$ cat src/rtl/i2cmon_pkg.sv
package i2cmon_pkg;

  typedef enum logic [1:0] {
    PH_IDLE = 2'b00,
    PH_ADDR = 2'b01,
    PH_DATA = 2'b10,
    PH_ACK  = 2'b11
  } phase_e;

  // Next value of a counter that wraps after lim steps.
  function automatic int unsigned wrap_inc(input int unsigned v, input int unsigned lim);
    return (v + 1 >= lim) ? 0 : v + 1;
  endfunction

  // Bus errors count only while the block takes part in the transfer.
  function automatic logic berr_eligible(input logic is_ctrl, input phase_e ph);
    if (is_ctrl) return ph != PH_IDLE;
    return (ph == PH_DATA) || (ph == PH_ACK);
  endfunction

  // Arbitration is checked in a narrower window for a target.
  function automatic logic arb_eligible(input logic is_ctrl, input phase_e ph);
    if (is_ctrl) return ph != PH_IDLE;
    return (ph == PH_DATA) || (ph == PH_ACK);
  endfunction

endpackage

$ cat src/rtl/i2cmon_line_sampler.sv
module i2cmon_line_sampler #(
  parameter int STAGES = 2
) (
  input  logic clk,
  input  logic rst_n,
  input  logic scl_pin,
  input  logic sda_pin,
  input  logic drv_in,
  output logic scl_q,
  output logic sda_q,
  output logic drv_q,
  output logic scl_rise,
  output logic scl_fall,
  output logic start_ev,
  output logic stop_ev
);
  logic [STAGES-1:0] scl_sh, sda_sh, drv_sh;
  logic scl_prev, sda_prev;

  generate
    if (STAGES == 1) begin : g_one
      always_ff @(posedge clk or negedge rst_n) begin
        if (!rst_n) begin
          scl_sh <= '1;
          sda_sh <= '1;
          drv_sh <= '1;
        end else begin
          scl_sh <= scl_pin;
          sda_sh <= sda_pin;
          drv_sh <= drv_in;
        end
      end
    end else begin : g_many
      always_ff @(posedge clk or negedge rst_n) begin
        if (!rst_n) begin
          scl_sh <= '1;
          sda_sh <= '1;
          drv_sh <= '1;
        end else begin
          scl_sh <= {scl_sh[STAGES-2:0], scl_pin};
          sda_sh <= {sda_sh[STAGES-2:0], sda_pin};
          drv_sh <= {drv_sh[STAGES-2:0], drv_in};
        end
      end
    end
  endgenerate

  always_ff @(posedge clk or negedge rst_n) begin
    if (!rst_n) begin
      scl_prev <= 1'b1;
      sda_prev <= 1'b1;
    end else begin
      scl_prev <= scl_sh[STAGES-1];
      sda_prev <= sda_sh[STAGES-1];
    end
  end

  assign scl_q    = scl_sh[STAGES-1];
  assign sda_q    = sda_sh[STAGES-1];
  assign drv_q    = drv_sh[STAGES-1];
  assign scl_rise = scl_q & ~scl_prev;
  assign scl_fall = ~scl_q & scl_prev;
  assign start_ev = scl_q & scl_prev & sda_prev & ~sda_q;
  assign stop_ev  = scl_q & scl_prev & ~sda_prev & sda_q;
endmodule

$ cat src/rtl/i2cmon_pulse_counter.sv
module i2cmon_pulse_counter
  import i2cmon_pkg::*;
#(
  parameter int FRAME_PULSES = 9,
  parameter int CW = $clog2(FRAME_PULSES)
) (
  input  logic          clk,
  input  logic          rst_n,
  input  logic          start_ev,
  input  logic          scl_fall,
  output logic [CW-1:0] count,
  output logic          at_boundary
);
  logic skip_fall;

  always_ff @(posedge clk or negedge rst_n) begin
    if (!rst_n) begin
      count     <= '0;
      skip_fall <= 1'b0;
    end else if (start_ev) begin
      count     <= '0;
      skip_fall <= 1'b1;
    end else if (scl_fall) begin
      if (skip_fall) skip_fall <= 1'b0;
      else count <= CW'(wrap_inc(32'(count), FRAME_PULSES));
    end
  end

  assign at_boundary = (count == '0);
endmodule

$ cat src/rtl/i2cmon_fault_flags.sv
module i2cmon_fault_flags (
  input  logic clk,
  input  logic rst_n,
  input  logic set_berr,
  input  logic set_arlo,
  input  logic clr_berr,
  input  logic clr_arlo,
  output logic berr,
  output logic arlo
);
  always_ff @(posedge clk or negedge rst_n) begin
    if (!rst_n) begin
      berr <= 1'b0;
      arlo <= 1'b0;
    end else begin
      berr <= set_berr | (berr & ~clr_berr);
      arlo <= set_arlo | (arlo & ~clr_arlo);
    end
  end
endmodule

$ cat src/rtl/i2c_fault_monitor.sv
module i2c_fault_monitor
  import i2cmon_pkg::*;
#(
  parameter int SYNC_STAGES  = 2,
  parameter int FRAME_PULSES = 9,
  localparam int CW = $clog2(FRAME_PULSES)
) (
  input  logic       clk,
  input  logic       rst_n,
  input  logic       scl_i,
  input  logic       sda_i,
  input  logic       sda_drv_i,
  input  logic       ctrl_mode_i,
  input  logic [1:0] phase_i,
  input  logic       err_ie_i,
  input  logic       clr_berr_i,
  input  logic       clr_arlo_i,
  output logic       berr_o,
  output logic       arlo_o,
  output logic       err_irq_o,
  output logic       line_release_o,
  output logic       clr_start_o,
  output logic       to_target_o,
  output logic       tgt_rescan_o
);
  phase_e phase;
  assign phase = phase_e'(phase_i);

  // Named internal events, brought out for the checker.
  logic          scl_q, sda_q, drv_q;
  logic          scl_rise, scl_fall, ev_start, ev_stop;
  logic [CW-1:0] pulse_cnt;
  logic          at_boundary;
  logic          misplaced, berr_set, arb_loss;

  i2cmon_line_sampler #(.STAGES(SYNC_STAGES)) u_smp (
    .clk(clk), .rst_n(rst_n),
    .scl_pin(scl_i), .sda_pin(sda_i), .drv_in(sda_drv_i),
    .scl_q(scl_q), .sda_q(sda_q), .drv_q(drv_q),
    .scl_rise(scl_rise), .scl_fall(scl_fall),
    .start_ev(ev_start), .stop_ev(ev_stop)
  );

  i2cmon_pulse_counter #(.FRAME_PULSES(FRAME_PULSES), .CW(CW)) u_cnt (
    .clk(clk), .rst_n(rst_n),
    .start_ev(ev_start), .scl_fall(scl_fall),
    .count(pulse_cnt), .at_boundary(at_boundary)
  );

  assign misplaced = (ev_start | ev_stop) & ~at_boundary;
  assign berr_set  = misplaced & berr_eligible(ctrl_mode_i, phase);
  assign arb_loss  = scl_rise & drv_q & ~sda_q & arb_eligible(ctrl_mode_i, phase);

  i2cmon_fault_flags u_flg (
    .clk(clk), .rst_n(rst_n),
    .set_berr(berr_set), .set_arlo(arb_loss),
    .clr_berr(clr_berr_i), .clr_arlo(clr_arlo_i),
    .berr(berr_o), .arlo(arlo_o)
  );

  always_ff @(posedge clk or negedge rst_n) begin
    if (!rst_n) begin
      line_release_o <= 1'b0;
      clr_start_o    <= 1'b0;
      to_target_o    <= 1'b0;
      tgt_rescan_o   <= 1'b0;
    end else begin
      if (arb_loss)     line_release_o <= 1'b1;
      else if (ev_stop) line_release_o <= 1'b0;
      clr_start_o  <= arb_loss & ctrl_mode_i;
      to_target_o  <= arb_loss & ctrl_mode_i;
      tgt_rescan_o <= ev_start & ~ctrl_mode_i;
    end
  end

  assign err_irq_o = err_ie_i & (berr_o | arlo_o);
endmodule

$ cat config.mk
export PLATFORM = sky130hd
export DESIGN_NAME = i2c_fault_monitor
export DESIGN_NICKNAME = d
export VERILOG_FILES = /design/src/rtl/i2cmon_pkg.sv /design/src/rtl/i2cmon_line_sampler.sv /design/src/rtl/i2cmon_pulse_counter.sv /design/src/rtl/i2cmon_fault_flags.sv /design/src/rtl/i2c_fault_monitor.sv
export SDC_FILE = /design/constraint.sdc
export NUM_CORES = 1
export LEC_CHECK = 0
export BUFFER_PORTS_ARGS = -buffer_cell sky130_fd_sc_hd__buf_2
export CAP_MARGIN = 20
export CORE_UTILIZATION = 45
export DETAILED_ROUTE_END_ITERATION = 6
export PLACE_DENSITY = 0.76
export SYNTH_ARGS = -nofsm -noshare
export SYNTH_HDL_FRONTEND = slang
export SYNTH_SLANG_ARGS = --single-unit
$ cat constraint.sdc
create_clock -name clk -period 1.5 [get_ports clk]
set_clock_uncertainty 0.15 [all_clocks]
set_input_delay 0.3 -clock clk [delete_from_list [all_inputs] [get_ports clk]]
set_output_delay 0.3 -clock clk [all_outputs]
set_load 0.02 [all_outputs]
==> reports/summary.md, run 1 <==
Summed over all nets, the switching power comes to 0.0003661 W. The worst endpoint required time is 1.58 ns. Synthesis produced 65 cells. The HPWL after detailed placement is 891.4 um. The number of nets produced by synthesis is 79, and the netlist area before placement is 758.2 um^2. After routing the design area is 999.7 um^2. The post-route minimum period was 1.503 ns. The final number of setup-violating endpoints is 1, and the data arrival at the endpoint of the critical path is 1.58 ns. For the standard-cell row count, the log shows 14. The post-route antenna net violation count came out at 0.

By area the synthesized netlist is led by sky130_fd_sc_hd__dfrtp_1 33%, sky130_fd_sc_hd__dfstp_2 28%, sky130_fd_sc_hd__ha_1 5.0%. The number of antenna violations at the first check in global routing is 0. The worst-path maximum fanout was 2.

From synthesis to final layout, the design area changed by 31.85%. The total vias in the final route is 574. The slowest cell on the critical path is sky130_fd_sc_hd__dfstp_2.

Of the post-synthesis cell area, the dominant cell type holds 33.00%. Dividing the detail-routed wire length by the instance count gives 12.35 um. Together, buffers and inverters on the worst path number 0. Per report_power, the combinational group accounts for 23.6% of the total. Summing all placed instances gives a cell area of 878.3 um^2. IR analysis of the VDD net gives a maximum drop of 0.0008340 V.

The tightest min-delay check is of the in2reg type. The category of cells accounting for the largest share of critical-path delay is flip-flops. The final reports fail on negative setup slack. The number of buffers added on ports was 17. CTS saw 18 sinks. The number of distinct standard cells referenced by the synthesized netlist came out at 28.

The number of nets in the layout came out at 110. For this run, the top clock speed supported by timing is 0.6651 GHz. The final critical-path share of the clock period is 100.2%, and the relative max-transition margin is 75.31%. The number of synthesized register bits works out to 18. The number of maximum-capacitance constraint violations came out at 0.

For the worst-case setup margin in the final layout, the log shows -0.003480 ns. The initial DRC count is 9. The logs give 18 for the count of boundary I/O pins and 24.4% for the clock network fraction of total power. DRC violation count after routing: 0.

The run gives 64.85% as the utilization after layout. The repair_antennas step left the layout with diodes totalling 0. Routability-driven placement finished with a final weighted congestion of 0.7598.

The average instance in the mapped netlist occupies 11.67 um^2. The delay of the slowest critical-path stage was 0.54 ns. Global routing used 16.73% of the available tracks. The type of the worst setup path was reg2reg.

The power density of the placed cells is 1203 nW/um^2. For the wire length after detailed routing, the log shows 1371 um. Entering global routing, the biggest net connects 19 pins.

Summing the sequential cell areas from Yosys gives 60.73% of the chip area. Internal power comes to 0.0008370 W. The summed negative setup slack over all endpoints is -0.003480 ns, and the fraction of power spent switching nets is 30.43%. The worst setup path is launched from a flip-flop. The region available for standard cell placement spans 1541 um^2. For the pin with the worst max-slew slack, the measured transition is 0.3704 ns. The run gives 49.19% as the effective utilization at floorplan. Setup repair after global routing could not meet its margin everywhere. TritonCTS built the clock tree. At the later pin of the worst-skew pair, clock insertion delay measures 0.29 ns.

The tools report the worst-case clock buffer depth as 2. Cells with a size suffix above 1 make up 43.16% of the layout. The first detailed-routing pass ran for 3 iterations. The per-cell via count in the routed design works out to 5.171. Walking the worst path, the cells encountered are or3b_4, a31oi_4, nand3_1, o21ai_1. The overall die area was 1853 um^2. The tools report the buffer type at the clock tree root as sky130_fd_sc_hd__clkbuf_4.

The leakage dissipation is 0.4856 nW. The global-route wire length before repair is 2256 um, and the final number of hold-violating endpoints is 0. For the final max-slew violation count, the log shows 0. After clock tree synthesis, the clock-pin slew on the worst setup and hold paths is 0.10 ns. The flow ran to the end, but the final reports show violations.

The critical path endpoint category was a flip-flop. For the yosys synthesis warning count, the log shows 0. The H-tree depth reported by CTS is 1, and the total global routing overflow is 0. Cell type with the highest aggregate area in the netlist: sky130_fd_sc_hd__dfrtp_1.

The floorplan step set the die width to 43.05 um. Number of buffers created by CTS: 3. The die height came out at 43.05 um. The via count of the first global-routing pass is 547, and the fraction of power consumed by sequential logic is 52.0%.
## final timing paths
check | startpoint | slack [ns] | to | depth (start not counted)
max | u_smp.scl_prev$_DFF_PN1_ | -0.003 | u_cnt.count[3]$_DFFE_PN0P_ | 4
min | clr_arlo_i | 0.03 | u_flg.arlo$_DFF_PN0_ | 2
max reg2reg | u_smp.scl_prev$_DFF_PN1_ | -0.003 | u_cnt.count[3]$_DFFE_PN0P_ | 4
min reg2reg | u_smp.drv_sh[0]$_DFF_PN1_ | 0.21 | u_smp.drv_sh[1]$_DFF_PN1_ | 0
max in group asynchronous | rst_n | 0.59 | u_smp.sda_sh[0]$_DFF_PN1_ | 2
min in group asynchronous | rst_n | 0.30 | u_cnt.count[1]$_DFFE_PN0P_ | 2
## power by group through the flow
stage               clock (W)  sequential (W)  combinational, W
floorplan                   0        0.000630          0.000166
global route         0.000327        0.000634          0.000325
global placement            0        0.000625          0.000250
CTS                  0.000312        0.000622          0.000276
detailed placement          0        0.000628          0.000256
finish               0.000293        0.000626          0.000284
## layout make-up
class | count | area, um^2
clock buffer | 4 | 36.28
fill | 120 | 541.8
inverter | 6 | 22.52
multi-input combinational | 40 | 289.0
sequential | 18 | 461.7
tap | 16 | 20.02
timing repair buffer | 27 | 170.2
## registers in the layout, indices dropped and copies added (netlist names), 2 cells and up
signal and count:
u_cnt.count 4, u_smp.drv_sh 2, u_smp.scl_sh 2, u_smp.sda_sh 2
## timing repair
action                                 4_1_cts  5_1_grt
endpoints found under the hold margin       13        0
hold buffers                                 4        0
pin swaps                                    0        1
resized for setup                            2        6
buffers inserted                             1        2
setup endpoints to repair                    4        8
## layer usage
metal / wire (um) / share of wire (%) / global-route usage, % / up-vias
li1: - / - / - / 286
met5: 0 / 0 / 0 / -
met2: 646 / 47 / 27.27 / 16
met3: 50 / 3.6 / 2.553 / 4
met1: 645 / 47 / 20.39 / 268
met4: 29 / 2.1 / 10.91 / 0
## stage by stage
| stage | total power [W] | hold slack [ns] | setup WS, ns | cells |
|---|---|---|---|---|
| CTS | 0.001210 | 0.006285 | -0.003364 | 109 |
| detailed placement | 0.0008844 | 0.09151 | -0.004953 | 100 |
| global placement | 0.0008757 | 0.08671 | 0.004517 | 100 |
| floorplan | 0.0007961 | -0.1456 | 0.01974 | 65 |
| global route | 0.001286 | 0.009522 | -0.06565 | 111 |
| finish | 0.001203 | 0.02785 | -0.003480 | 111 |
## Yosys cell counts (all sizes together)
cell type and count:
ha 3, dfrtp 10, o41ai 1, inv 6, dfstp 8, or3b 1, xnor2 1, nor3b 2
nor2b 2, nand2 7, a31oi 2, or4 1, buf 1, nor4b 1, nand3 2, o21ai 3
nand2b 1, a21oi 2, nor2 3, o31ai 2, o211ai 1, xor2 1, o21a 1, and3b 1
a32o 1, nor3 1
## layout by cell type, fill, tap and decap left out, types with 2 or more instances in the layout
master	n
sky130_fd_sc_hd__nor2b_1	2
sky130_fd_sc_hd__nor2_1	2
sky130_fd_sc_hd__nor3b_1	2
sky130_fd_sc_hd__dlygate4sd3_1	4
sky130_fd_sc_hd__buf_4	6
sky130_fd_sc_hd__nand3_1	2
sky130_fd_sc_hd__buf_2	17
sky130_fd_sc_hd__inv_1	6
sky130_fd_sc_hd__o31ai_1	2
sky130_fd_sc_hd__ha_1	3
sky130_fd_sc_hd__dfstp_2	8
sky130_fd_sc_hd__clkbuf_4	3
sky130_fd_sc_hd__a21oi_1	2
sky130_fd_sc_hd__o21ai_1	2
sky130_fd_sc_hd__nand2_1	7
sky130_fd_sc_hd__dfrtp_1	9
## cells by family after synthesis
kind of cell | Yosys count | share of synthesized area [%]
xor gates and xnor gates | 2 | 2.311
AOI/OAI and AO/OA | 13 | 12.21
adders and majority gates | 3 | 4.951
buffers and inverters | 7 | 3.961
and+or+nand+nor | 22 | 15.84
DFF | 18 | 60.73
No activity file was read; power rests on OpenSTA's default activity.
==> run 2: changes to the inputs <==
--- a/config.mk
+++ b/config.mk
@@ -7,9 +7,10 @@
 export LEC_CHECK = 0
 export BUFFER_PORTS_ARGS = -buffer_cell sky130_fd_sc_hd__buf_2
 export CAP_MARGIN = 20
-export CORE_UTILIZATION = 45
+export CORE_ASPECT_RATIO = 1.5
+export CORE_UTILIZATION = 35
 export DETAILED_ROUTE_END_ITERATION = 6
-export PLACE_DENSITY = 0.76
+export PLACE_DENSITY = 0.63
 export SYNTH_ARGS = -nofsm -noshare
 export SYNTH_HDL_FRONTEND = slang
 export SYNTH_SLANG_ARGS = --single-unit
==> reports/summary.md, run 2 (synthesis gave the netlist of run 1 again) <==
The logs give 1 (unchanged) for the H-tree depth reported by CTS and 23.7% (was 24.4%) for the clock network fraction of total power. The logs give 0 (unchanged) for the final max-slew violation count and 2361 um^2 (was 1853 um^2) for the overall die area. The worst flop-to-flop path endpoint is u_cnt.count[3]$_DFFE_PN0P_ (unchanged). The logs give 18 (unchanged) for the count of clock tree sinks and 2 (unchanged) for the worst-case clock buffer depth. The buffer type at the clock tree root was sky130_fd_sc_hd__clkbuf_4 (unchanged). The commonest non-fill, non-tap cell in the layout is sky130_fd_sc_hd__buf_2 (unchanged). For the fraction of power consumed by sequential logic, the log shows 50.4% (was 52.0%). The logs give 107 (was 100) for the number of cells after detailed placement and 18.52% (was 20.39%) for the met1 track demand over resource in global routing. The number of nets in the layout came out at 112 (was 110). TritonCTS built the clock tree. The total global routing overflow came out at 0 (unchanged).

The leakage dissipation was 0.5000 nW (was 0.4856 nW). The tools report the number of detailed-route iterations in the first pass as 4 (was 3). Relative max-transition margin: 73.45% (was 75.31%). The tools report the via count of the first global-routing pass as 562 (was 547). The clock slew at the register clock pins of the worst setup and hold paths was 0.10 ns (about the same). The number of flip-flops under the largest register name is 4 (unchanged), and the worst-path maximum fanout is 2 (unchanged). The post-route antenna net violation count is 0 (unchanged), and the post-route minimum period is 1.547 ns (was 1.503 ns). The tools report the summed negative setup slack over all endpoints as -0.04711 ns (was -0.003480 ns).

The flow ran to the end, but the final reports show violations. Final number of setup-violating endpoints: 1 (unchanged). The final number of hold-violating endpoints is 0 (unchanged). Most used cells in the layout excluding fill and tap cells: 17 x sky130_fd_sc_hd__buf_2, 9 x sky130_fd_sc_hd__dfrtp_1, 8 x sky130_fd_sc_hd__dfstp_2 (unchanged). The source-to-sink clock delay at the later pin of the worst-skew pair is 0.29 ns (about the same). The startpoint type of the worst setup path is a flip-flop (unchanged). The number of maximum-capacitance constraint violations was 0 (unchanged); the global placer's final weighted congestion was 0.7271 (was 0.7598). The transition time of the tightest slew-check pin is 0.3982 ns (was 0.3704 ns). Worst hold path class: in2reg (unchanged). The total vias in the final route was 585 (was 574).

The tools report the critical path endpoint category as a flip-flop (unchanged). The combinational share of power came out at 25.9% (was 23.6%). Final critical-path share of the clock period: 103.1% (was 100.2%).

The run gives 0 (unchanged) as the number of antenna violations at the first check in global routing. The power density of the placed cells was 1190 nW/um^2 (was 1203 nW/um^2). The run gives 19 (unchanged) as the maximum number of pins on one net before global-route repair. The largest register by flop count is u_cnt.count (unchanged). The tools report the worst-case setup margin in the final layout as -0.04711 ns (was -0.003480 ns). The switching power of the nets came out at 0.0003854 W (was 0.0003661 W). Startpoint of the worst register-to-register path: u_smp.scl_prev$_DFF_PN1_ (unchanged). The count of inserted antenna diode cells came out at 0 (unchanged). Setup repair after global routing could not meet its margin everywhere. The logs give 2421 um (was 2256 um) for the global-route wire length before repair and 1.63 ns (was 1.58 ns) for the data arrival at the endpoint of the critical path. The final routed wire length divided by cell count is 12.38 um (was 12.35 um), and the horizontal extent of the die is 40.01 um (was 43.05 um). The non-filler instance count after layout is 119 (was 111). The highest attainable clock frequency is 0.6464 GHz (was 0.6651 GHz). Failing checks: negative setup slack (unchanged). For the floorplan core area, the log shows 2027 um^2 (was 1541 um^2). The worst endpoint required time is 1.58 ns (about the same), and the cell internal power dissipation is 0.0008489 W (was 0.0008370 W).

For the standard-cell row count, the log shows 20 (was 14). The largest voltage drop on the vdd net came out at 0.0006787 V (was 0.0008340 V). Worst reg-to-reg setup slack: -0.05 ns (was -0.003 ns). The most heavily used metal layer in global routing is met2 (unchanged). The fraction of power spent switching nets came out at 31.22% (was 30.43%).

Count of boundary I/O pins: 18 (unchanged). For the met3 track utilization from global routing, the log shows 3.383% (was 2.553%). The initial DRC count was 18 (was 9). The path depth of the worst reg2reg path came out at 4 (unchanged).

The type of the worst setup path is reg2reg (unchanged). The final-layout fill cell count was 185 (was 120); the overall routing resource usage was 15.33% (was 16.73%). For the DRC violation count after routing, the log shows 0 (unchanged). Destination of the critical timing path: u_cnt.count[3]$_DFFE_PN0P_ (unchanged). The wire length after detailed routing was 1473 um (was 1371 um). The number of buffers added on ports is 17 (unchanged).

The sum of net half-perimeters after detailed placement is 933.9 um (was 891.4 um). The fraction of layout instances using a drive strength above 1 is 46.39% (was 43.16%), and the die height is 59.01 um (was 43.05 um). The per-cell via count in the routed design was 4.916 (was 5.171); the met2 track demand over resource in global routing was 23.27% (was 27.27%). The number of buffers created by CTS is 3 (unchanged), and the synthesis-to-finish area growth is 36.80% (was 31.85%).

Critical path startpoint: u_smp.scl_prev$_DFF_PN1_ (unchanged). The tools report the effective utilization at floorplan as 37.41% (was 49.19%).
## run 2: how the worst min path moves through the flow
stage | start | endpoint | cells past startpoint
final | clr_arlo_i | u_flg.arlo$_DFF_PN0_ | 2
after global routing | clr_arlo_i | u_flg.arlo$_DFF_PN0_ | 2
after CTS | ctrl_mode_i | tgt_rescan_o$_DFF_PN0_ | 2
after detailed placement | rst_n | to_target_o$_DFF_PN0_ | 1
after global placement | rst_n | to_target_o$_DFF_PN0_ | 1
after floorplan | rst_n | line_release_o$_DFFE_PN0P_ | 0
## run 2: worst max-delay path: stages (launching register included)
cell	delay, ns
sky130_fd_sc_hd__dfstp_2	0.54
sky130_fd_sc_hd__or3b_4	0.39
sky130_fd_sc_hd__a31oi_4	0.18
sky130_fd_sc_hd__nand3_2	0.10
sky130_fd_sc_hd__o21ai_2	0.13
## run 2: final cells by class
| cell class | instances | area (um^2) | share of cell area [%] |
|---|---|---|---|
| Sequential cell | 18 | 461.7 | 44.51 |
| Tap cell | 22 | 27.53 | 2.654 |
| Timing Repair Buffer | 29 | 188.9 | 18.21 |
| Multi-Input combinational cell | 40 | 300.3 | 28.95 |
| Clock buffer | 4 | 36.28 | 3.498 |
| Inverter | 6 | 22.52 | 2.171 |
## run 2: repair_timing
item | 4_1_cts | 5_1_grt
hold buffers | 4 | 0
pin swaps | 0 | 4
gates resized for setup | 4 | 6
setup buffers | 2 | 2
endpoints found under the hold margin | 13 | 0
endpoints found under the setup margin | 4 | 8
## run 2: power groups by stage
stage / clock, W / combinational, W / sequential (W)
after floorplan: 0 / 0.000166 / 0.000630
after global placement: 0 / 0.000266 / 0.000625
after detailed placement: 0 / 0.000270 / 0.000627
after CTS: 0.000303 / 0.000292 / 0.000622
after global routing: 0.000325 / 0.000358 / 0.000634
final: 0.000292 / 0.000320 / 0.000622
## run 2: through the flow
stage | hold WS [ns] | util [%] | power [W] | cell area, um^2 | worst slack, ns
6_report | 0.01522 | 51.17 | 0.001234 | 1037 | -0.04711
5_1_grt | 0.002711 | 51.17 | 0.001317 | 1037 | -0.08588
4_1_cts | 0.02830 | 49.51 | 0.001217 | 1003 | -0.00008438
3_5_place_dp | 0.09438 | 44.07 | 0.0008973 | 893.4 | -0.05039
3_3_place_gp | 0.08838 | 44.07 | 0.0008914 | 893.4 | -0.01125
2_1_floorplan | -0.1456 | - | 0.0007961 | 758.2 | 0.01974
## run 2: routing by layer
metal	vias to the layer above	part of all wire [%]
met5	-	0
met4	0	1.6
met3	2	4.6
met2	21	53
met1	271	41
li1	291	-
